### src/rtl/avfs_pkg.sv
package avfs_pkg;
  typedef enum logic [1:0] {
    STEP_HOLD = 2'd0,
    STEP_UP   = 2'd1,
    STEP_DN   = 2'd2
  } step_e;
endpackage

### src/rtl/avfs_rst_sync.sv
module avfs_rst_sync (
  input  logic clk,
  input  logic rst_n,
  output logic rst_sync_n
);
  logic stage_q;

  always_ff @(posedge clk or negedge rst_n) begin
    if (!rst_n) begin
      stage_q    <= 1'b0;
      rst_sync_n <= 1'b0;
    end else begin
      stage_q    <= 1'b1;
      rst_sync_n <= stage_q;
    end
  end
endmodule

### src/rtl/avfs_edge_det.sv
module avfs_edge_det #(
  parameter int W = 2
) (
  input  logic         clk,
  input  logic         rst_n,
  input  logic [W-1:0] sig,
  output logic [W-1:0] rise
);
  logic [W-1:0] hist_q;

  for (genvar i = 0; i < W; i++) begin : g_bit
    always_ff @(posedge clk or negedge rst_n) begin
      if (!rst_n) hist_q[i] <= 1'b0;
      else        hist_q[i] <= sig[i];
    end
    assign rise[i] = sig[i] & ~hist_q[i];
  end
endmodule

### src/rtl/avfs_vloop.sv
module avfs_vloop
  import avfs_pkg::*;
#(
  parameter int PW = 16,
  parameter int CW = 16,
  parameter int VW = 8
) (
  input  logic          clk,
  input  logic          rst_n,
  input  logic          ro_rise,
  input  logic          ref_rise,
  input  logic [PW-1:0] cfg_vwin,
  input  logic [CW-1:0] cfg_vtarget,
  input  logic [CW-1:0] cfg_vmargin,
  input  logic [VW-1:0] cfg_vlog_min,
  input  logic [VW-1:0] cfg_vlog_max,
  input  logic [VW-1:0] cfg_vclk_min,
  input  logic [VW-1:0] cfg_vclk_max,
  output logic [VW-1:0] vlog_code,
  output logic [VW-1:0] vclk_code
);
  localparam logic [VW-1:0] VLOG_RST = {{(VW-1){1'b1}}, 1'b0};
  localparam logic [VW-1:0] VCLK_RST = {VW{1'b1}};
  localparam logic [VW-1:0] V_ONE    = VW'(1);
  localparam logic [CW-1:0] C_ONE    = CW'(1);
  localparam logic [CW-1:0] C_FULL   = {CW{1'b1}};
  localparam logic [PW-1:0] P_ONE    = PW'(1);
  localparam logic [PW:0]   PX_ONE   = (PW+1)'(1);

  logic [CW-1:0] cnt_q, cnt_d, cnt_total;
  logic [PW-1:0] ref_q, ref_d;
  logic          win_end;
  logic [CW:0]   low_sum, high_lim;
  step_e         dir;
  logic [VW-1:0] log_step, clk_step, clk_fix;
  logic [VW-1:0] vlog_d, vclk_d;
  logic          code_en;

  // window bookkeeping
  always_comb begin
    cnt_total = (ro_rise && (cnt_q != C_FULL)) ? cnt_q + C_ONE : cnt_q;
    win_end   = ref_rise && (({1'b0, ref_q} + PX_ONE) >= {1'b0, cfg_vwin});
    if (win_end) begin
      cnt_d = '0;
      ref_d = '0;
    end else begin
      cnt_d = cnt_total;
      ref_d = ref_rise ? ref_q + P_ONE : ref_q;
    end
  end

  // dead-band decision
  always_comb begin
    low_sum  = {1'b0, cnt_total} + {1'b0, cfg_vmargin};
    high_lim = {1'b0, cfg_vtarget} + {1'b0, cfg_vmargin};
    if (low_sum < {1'b0, cfg_vtarget})       dir = STEP_UP;
    else if ({1'b0, cnt_total} > high_lim)   dir = STEP_DN;
    else                                     dir = STEP_HOLD;
  end

  // saturating code step with rail ordering fix-up
  always_comb begin
    log_step = vlog_code;
    clk_step = vclk_code;
    unique case (dir)
      STEP_UP: begin
        if (vlog_code < cfg_vlog_max) log_step = vlog_code + V_ONE;
        if (vclk_code < cfg_vclk_max) clk_step = vclk_code + V_ONE;
      end
      STEP_DN: begin
        if (vlog_code > cfg_vlog_min) log_step = vlog_code - V_ONE;
        if (vclk_code > cfg_vclk_min) clk_step = vclk_code - V_ONE;
      end
      default: ;
    endcase
    clk_fix = (clk_step <= log_step) ? log_step + V_ONE : clk_step;
    code_en = win_end && (dir != STEP_HOLD);
    vlog_d  = code_en ? log_step : vlog_code;
    vclk_d  = code_en ? clk_fix  : vclk_code;
  end

  always_ff @(posedge clk or negedge rst_n) begin
    if (!rst_n) begin
      cnt_q     <= '0;
      ref_q     <= '0;
      vlog_code <= VLOG_RST;
      vclk_code <= VCLK_RST;
    end else begin
      cnt_q     <= cnt_d;
      ref_q     <= ref_d;
      vlog_code <= vlog_d;
      vclk_code <= vclk_d;
    end
  end
endmodule

### src/rtl/avfs_floop.sv
module avfs_floop
  import avfs_pkg::*;
#(
  parameter int FW = 12,
  parameter int MW = 8
) (
  input  logic          clk,
  input  logic          rst_n,
  input  logic          ro_rise,
  input  logic          warn_any,
  input  logic [FW-1:0] cfg_fwin,
  input  logic [MW-1:0] cfg_mult_min,
  input  logic [MW-1:0] cfg_mult_max,
  output logic [MW-1:0] pll_mult
);
  localparam int XW = ((FW > MW) ? FW : MW) + 1;
  localparam logic [FW-1:0] F_ONE  = FW'(1);
  localparam logic [FW:0]   FX_ONE = (FW+1)'(1);
  localparam logic [MW-1:0] M_ONE  = MW'(1);

  logic [FW-1:0] cyc_q, cyc_d, cnt_q, cnt_d, cnt_total;
  logic          warn_q, warn_d, warn_seen;
  logic          win_end;
  logic [XW-1:0] cnt_x, mult_x;
  step_e         dir;
  logic [MW-1:0] mult_d;

  always_comb begin
    cnt_total = ro_rise ? cnt_q + F_ONE : cnt_q;
    warn_seen = warn_q | warn_any;
    win_end   = ({1'b0, cyc_q} + FX_ONE) >= {1'b0, cfg_fwin};
    cnt_x     = XW'(cnt_total);
    mult_x    = XW'(pll_mult);

    if (warn_seen)            dir = STEP_DN;
    else if (cnt_x > mult_x)  dir = STEP_UP;
    else if (cnt_x < mult_x)  dir = STEP_DN;
    else                      dir = STEP_HOLD;

    if (win_end) begin
      cyc_d  = '0;
      cnt_d  = '0;
      warn_d = 1'b0;
    end else begin
      cyc_d  = cyc_q + F_ONE;
      cnt_d  = cnt_total;
      warn_d = warn_seen;
    end

    mult_d = pll_mult;
    if (win_end) begin
      unique case (dir)
        STEP_UP: if (pll_mult < cfg_mult_max) mult_d = pll_mult + M_ONE;
        STEP_DN: if (pll_mult > cfg_mult_min) mult_d = pll_mult - M_ONE;
        default: ;
      endcase
    end
  end

  always_ff @(posedge clk or negedge rst_n) begin
    if (!rst_n) begin
      cyc_q    <= '0;
      cnt_q    <= '0;
      warn_q   <= 1'b0;
      pll_mult <= '0;
    end else begin
      cyc_q    <= cyc_d;
      cnt_q    <= cnt_d;
      warn_q   <= warn_d;
      pll_mult <= mult_d;
    end
  end
endmodule

### src/rtl/avfs_ctrl.sv
module avfs_ctrl #(
  parameter int NMON = 4,
  parameter int PW   = 16,
  parameter int CW   = 16,
  parameter int FW   = 12,
  parameter int MW   = 8,
  parameter int VW   = 8
) (
  input  logic            clk,
  input  logic            rst_n,
  input  logic            ro_in,
  input  logic            ref_in,
  input  logic [NMON-1:0] warn_in,
  input  logic            warn_clr,
  input  logic [PW-1:0]   cfg_vwin,
  input  logic [CW-1:0]   cfg_vtarget,
  input  logic [CW-1:0]   cfg_vmargin,
  input  logic [VW-1:0]   cfg_vlog_min,
  input  logic [VW-1:0]   cfg_vlog_max,
  input  logic [VW-1:0]   cfg_vclk_min,
  input  logic [VW-1:0]   cfg_vclk_max,
  input  logic [FW-1:0]   cfg_fwin,
  input  logic [MW-1:0]   cfg_mult_min,
  input  logic [MW-1:0]   cfg_mult_max,
  output logic [VW-1:0]   vlog_code,
  output logic [VW-1:0]   vclk_code,
  output logic [MW-1:0]   pll_mult,
  output logic            warn_sticky
);
  logic       rst_i_n;
  logic [1:0] rise;
  logic       warn_any;
  logic       sticky_d;

  avfs_rst_sync u_rst (
    .clk        (clk),
    .rst_n      (rst_n),
    .rst_sync_n (rst_i_n)
  );

  avfs_edge_det #(.W(2)) u_edge (
    .clk   (clk),
    .rst_n (rst_i_n),
    .sig   ({ref_in, ro_in}),
    .rise  (rise)
  );

  assign warn_any = |warn_in;

  avfs_vloop #(.PW(PW), .CW(CW), .VW(VW)) u_vloop (
    .clk          (clk),
    .rst_n        (rst_i_n),
    .ro_rise      (rise[0]),
    .ref_rise     (rise[1]),
    .cfg_vwin     (cfg_vwin),
    .cfg_vtarget  (cfg_vtarget),
    .cfg_vmargin  (cfg_vmargin),
    .cfg_vlog_min (cfg_vlog_min),
    .cfg_vlog_max (cfg_vlog_max),
    .cfg_vclk_min (cfg_vclk_min),
    .cfg_vclk_max (cfg_vclk_max),
    .vlog_code    (vlog_code),
    .vclk_code    (vclk_code)
  );

  avfs_floop #(.FW(FW), .MW(MW)) u_floop (
    .clk          (clk),
    .rst_n        (rst_i_n),
    .ro_rise      (rise[0]),
    .warn_any     (warn_any),
    .cfg_fwin     (cfg_fwin),
    .cfg_mult_min (cfg_mult_min),
    .cfg_mult_max (cfg_mult_max),
    .pll_mult     (pll_mult)
  );

  always_comb begin
    if (warn_any)      sticky_d = 1'b1;
    else if (warn_clr) sticky_d = 1'b0;
    else               sticky_d = warn_sticky;
  end

  always_ff @(posedge clk or negedge rst_i_n) begin
    if (!rst_i_n) warn_sticky <= 1'b0;
    else          warn_sticky <= sticky_d;
  end
endmodule

### config.mk
export PLATFORM = sky130hd
export DESIGN_NAME = avfs_ctrl
export DESIGN_NICKNAME = d
export VERILOG_FILES = /design/src/rtl/avfs_pkg.sv /design/src/rtl/avfs_rst_sync.sv /design/src/rtl/avfs_edge_det.sv /design/src/rtl/avfs_vloop.sv /design/src/rtl/avfs_floop.sv /design/src/rtl/avfs_ctrl.sv
export SDC_FILE = /design/constraint.sdc
export NUM_CORES = 1
export LEC_CHECK = 0
export BUFFER_PORTS_ARGS = -buffer_cell sky130_fd_sc_hd__buf_2
export CORE_ASPECT_RATIO = 0.6
export CORE_MARGIN = 2
export CORE_UTILIZATION = 59
export DETAILED_ROUTE_END_ITERATION = 16
export PLACE_DENSITY = 0.82
export SYNTH_ARGS = -nofsm -noshare
export SYNTH_HDL_FRONTEND = slang
export SYNTH_SLANG_ARGS = --single-unit
### constraint.sdc
create_clock -name clk -period 2.95 [get_ports clk]
set_input_delay 0.59 -clock clk [delete_from_list [all_inputs] [get_ports clk]]
set_output_delay 0.59 -clock clk [all_outputs]
set_load 0.02 [all_outputs]
==> run_results.csv, run 1 <==
group,metric,value,unit
run_status,status,"aborted with a tool error",
run_status,failed_stage,"global routing (5_1_grt)",
run_status,first-error,"[ERROR DPL-0038] Utilization greater than 100%, impossible to legalize",
yosys,synth_top_area_cell,"ha_1",
floorplanning,fp-row-count,35,
yosys,yosysSeqAreaShare,23.0,%
global_route,grt_max_degree,47,
sta,endpoint_type,"register data pin",
place,place_congestion,1.00,
yosys,yosysTopAreaCellShare,22.4,%
yosys,async_reset_ff_share,100,%
yosys,yosys.cell_types.count,85,
yosys,synth-edff-count,0,
sta,grt-worst-endpoint,"u_vloop.vclk_code[1]$_DFFE_PN1P_/D",
yosys,synth.cells.most_frequent,"ha_1, inv_1, nand2_1",
floorplanning,die-width,167,um
yosys,synth_fa_ha_area_share,23.0,%
yosys,synth.avg_cell_area,8.46,um2
floorplanning,start_util,61.0,%
cts,htreeDepth,3,
yosys,synth_seq_cells,86,
yosys,netlist_area,0.00945,mm2
yosys,muxShareOfSynthArea,1.56,%
yosys,yosys.area_share.simple,19.4,%
yosys,syn_inst,1118,
cts,cts_buffer_depth,2,
yosys,synth_most_common_cell,"ha_1",
yosys,synthXorXnorAreaFrac,10.2,%
yosys,synth_ff_type,"dfrtp_1",
floorplanning,floorplan.die.height,102,um
place,hpwl,24800,um
yosys,synth_top_family_by_area,"adder cells",
yosys,synth_warnings,0,
yosys,synthTopCellsByArea,"ha_1, dfrtp_1, inv_1, xnor2_1, xor2_1",
yosys,synth_nets,1407,
place,port_buffers,141,
yosys,synth-compound-area-share,17.0,%
floorplanning,ioPinCount,142,
cts,numCtsBuffers,9,
cts,root_buffer,"clkbuf_16",
cts,cts_sinks,86,
[cell families after synthesis]
family | count (synthesis)
mux | 14
xor+xnor | 108
fa+ha+maj | 172
buf+inv | 145
flops | 86
compound gates | 240
simple gates | 352
other cells | 1
[through the flow]
stage	hold WS [ps]	setup TNS, ps	instance area [um2]	setup slack, ps	instances
CTS	346	-83590	14500	-4930	1846
floorplan	294	-60990	9760	-4290	1118
detailed placement	340	-81410	12900	-4740	1754
global placement	338	-76030	12900	-4460	1754
[what timing repair did]
item / 4_1_cts
hold buffers: 1
gates resized for setup: 142
pin swaps: 81
buffers inserted: 76
setup endpoints to repair: 57
endpoints found under the hold margin: 1
gates cloned: 3
==> run 2, diff against run 1 <==
--- a/config.mk
+++ b/config.mk
@@ -6,11 +6,10 @@
 export NUM_CORES = 1
 export LEC_CHECK = 0
 export BUFFER_PORTS_ARGS = -buffer_cell sky130_fd_sc_hd__buf_2
-export CORE_ASPECT_RATIO = 0.6
 export CORE_MARGIN = 2
-export CORE_UTILIZATION = 59
+export CORE_UTILIZATION = 40
 export DETAILED_ROUTE_END_ITERATION = 16
-export PLACE_DENSITY = 0.82
+export PLACE_DENSITY_LB_ADDON = 0.15
 export SYNTH_ARGS = -nofsm -noshare
 export SYNTH_HDL_FRONTEND = slang
 export SYNTH_SLANG_ARGS = --single-unit
==> run 2 against run 1 <==
Against the previous run:
- the flow now finishes, with violations (negative setup slack)
- synthesized cell count is the same
- synthesized area did not move
==> run_results.csv, run 2 <==
group,metric,value,unit
yosys,synthTopCellsByArea,"ha_1, dfrtp_1, inv_1, xnor2_1, xor2_1",
floorplanning,die-width,158,um
cts,hold_buffers,0,
sta,relSlewSlack,32.3,%
setup_path,cp_num_cells,38,
floorplanning,coreArea,0.0233,mm2
power_and_ir_drop,power.total,0.00730,W
setup_path,critical-path-max-stage-delay,370,ps
yosys,async_reset_ff_share,100,%
sta,fin_crit,7510,ps
yosys,yosys.cell_types.count,85,
floorplanning,die_area,0.0249,mm2
setup_path,cp-endpoint,"u_vloop.vclk_code[6]$_DFFE_PN1P_",
cts,numCtsBuffers,9,
setup_path,rr_endpoint,"u_vloop.vclk_code[6]$_DFFE_PN1P_",
job,cap_violations,0,
setup_path,startpoint_type,"flop",
power_and_ir_drop,ir_drop,0.000506,V
cells_and_area,nets,1930,
setup_path,startpoint,"u_vloop.cnt_q[7]$_DFF_PN0_",
yosys,synth_most_common_cell,"ha_1",
sta,rsz0062_at_grt,"yes",
global_route,grt_max_degree,78,
cts,tritoncts,"yes",
yosys,yosysTopAreaCellShare,22.4,%
yosys,syn_inst,1118,
yosys,synth_ff_type,"dfrtp_1",
floorplanning,fp-row-count,56,
place,hpwl,21100,um
route,drt-total-wl,26800,um
cts,cts_buffer_depth,2,
place,port_buffers,141,
power_and_ir_drop,p_per_area,495,mW/mm2
setup_path,r2r_setup_slack,-4560,ps
setup_path,cp_slowest_cell,"o41a_1",
setup_path,cp_max_fo,5,
sta,worst_slew_pin_slew,1010,ps
cells_and_area,multi_input_area,0.00759,mm2
cells_and_area,final_cell_mix,"buf_4, ha_1, buf_2, inv_1, nand2_1",
cells_and_area,syn_to_final_growth,55.9,%
global_route,grt_pass1_wl,43700,um
cells_and_area,n_fill_cell,2038,
global_route,grt_usage,21.8,%
route,drc,0,
floorplanning,ioPinCount,142,
setup_path,r2r_start,"u_vloop.cnt_q[7]$_DFF_PN0_",
sta,finalHoldViolations,0,
sta,finalClockSkew,8.64,ps
route,drt-initial-drc-count,328,
sta,final-setup-viol-count,56,
setup_path,required,3230,ps
yosys,synth_top_area_cell,"ha_1",
sta,setup_ws,-4560,ps
sta,period_share,255,%
cts,cts_sinks,86,
sta,slew_viol_final,0,
cells_and_area,drive_gt1_share,43.7,%
route,avgViaCountPerCell,4.86,
setup_path,cp-end-kind,"flop",
route,final_antenna_net_count,0,
cts,clock_latency,350,ps
cts,root_buffer,"clkbuf_16",
yosys,synth_nets,1407,
setup_path,critical-path-top-delay-family,"compound AO/OA/AOI/OAI gates",
run_status,status,"finished with violations",
yosys,netlist_area,0.00945,mm2
sta,fmax,133,MHz
cts,clk_pin_slew,60,ps
place,place_congestion,0.875,
cells_and_area,regArea,0.00218,mm2
global_route,grt_pass1_vias,9575,
route,dr.pass1.iters,4,
route,wl_per_cell,13.6,um
run_status,violations,"negative setup slack",
setup_path,path_class,"flop to flop",
setup_path,crit_buf_inv,2,
yosys,synth.avg_cell_area,8.46,um2
cells_and_area,final_common_cell,"buf_4",
power_and_ir_drop,power.leakage,7.90,nW
yosys,synth_seq_cells,86,
setup_path,ff2ff_path_depth,38,
yosys,synth.cells.most_frequent,"ha_1, inv_1, nand2_1",
yosys,synth_warnings,0,
floorplanning,floorplan.die.height,158,um
yosys,synth-edff-count,0,
yosys,yosysSeqAreaShare,23.0,%
setup_path,cp.arrival,7790,ps
floorplanning,start_util,40.5,%
worst_hold_path,hold_class,"primary input to async pin",
global_route,overflow,0,
cts,htreeDepth,3,
cells_and_area,reg.largest.list,"u_vloop.cnt_q (16), u_vloop.ref_q (16)",
place,dpl_worst_slack,-4600,ps
route,dr_total_vias,9549,
global_route,antenna_found_initial,2,
-- run 2: repair_timing --
action	in CTS	in global routing
pin swaps	52	94
setup endpoints to repair	56	56
cloned	1	0
resized for setup	59	89
setup buffers	48	32
-- run 2: worst reg2reg max path, delay by kind of cell, from the launching register on --
family | cells | cell delay [ps]
AOI/OAI and AO/OA | 19 | 3690
xor gates and xnor gates | 2 | 410
adders and majority gates | 3 | 890
buffers and inverters | 2 | 160
DFF | 1 | 350
muxes | 2 | 400
and+or+nand+nor | 10 | 1570
-- run 2: power by group --
group / switching [W] / total, W / internal, W
clock: 0.000488 / 0.00125 / 0.000767
combinational: 0.00207 / 0.00449 / 0.00242
sequential: 0.000162 / 0.00156 / 0.00140
-- run 2: layer usage --
| layer | up-vias | GRT usage, % | wire length [um] | share of wire, % |
|---|---|---|---|---|
| met1 | 4365 | 27.9 | 12100 | 45 |
| met4 | 2 | 5.93 | 500 | 1.9 |
| met3 | 36 | 2.60 | 945 | 3.5 |
| met2 | 175 | 38.7 | 13200 | 49 |
| li1 | 4971 | - | - | - |
| met5 | - | 0 | 12 | 0.045 |
-- run 2: layout make-up --
| class | count | share of cell area [%] |
|---|---|---|
| clock inverters | 5 | 0.569 |
| multi-input cells | 887 | 51.5 |
| repair buffers | 526 | 25.4 |
| well taps | 319 | 2.71 |
| inverters | 131 | 3.42 |
| flip-flops and latches | 86 | 14.8 |
| diodes | 1 | 0.0170 |
| clock buffers | 11 | 1.65 |
-- run 2: how the worst min path moves through the flow --
stage	end	slack (ps)	depth (start not counted)
final	u_rst.rst_sync_n$_DFF_PN0_	10	1
after global routing	u_rst.rst_sync_n$_DFF_PN0_	3	1
after CTS	u_rst.rst_sync_n$_DFF_PN0_	3	1
after detailed placement	u_rst.rst_sync_n$_DFF_PN0_	340	0
after global placement	u_rst.rst_sync_n$_DFF_PN0_	340	0
after floorplan	u_rst.rst_sync_n$_DFF_PN0_	290	0
-- run 2: cells by family (layout without fill, tap and decap cells) --
family	count (synthesis)	after routing	share of synthesized area [%]
simple gates	352	352	19.4
compound gates	240	240	17.0
fa+ha+maj	172	172	23.0
buf+inv	145	673	5.85
xor+xnor	108	108	10.2
flops	86	86	23.0
mux	14	14	1.56
other cells	1	2	0.0397
-- run 2: stage by stage --
| step | cell area (um2) | cells | util (%) | setup TNS (ps) | hold WS, ps |
|---|---|---|---|---|---|
| 2_1_floorplan | 9760 | 1118 | - | -60990 | 294 |
| 3_3_place_gp | 13200 | 1882 | 56.6 | -78980 | 337 |
| 3_5_place_dp | 13200 | 1882 | 56.6 | -80960 | 340 |
| 4_1_cts | 14100 | 1942 | 60.5 | -75290 | 2.93 |
| 5_1_grt | 14700 | 1965 | 63.2 | -90700 | 2.84 |
| 6_report | 14700 | 1966 | 63.2 | -76100 | 12.8 |
No activity file was read; power rests on OpenSTA's default activity.
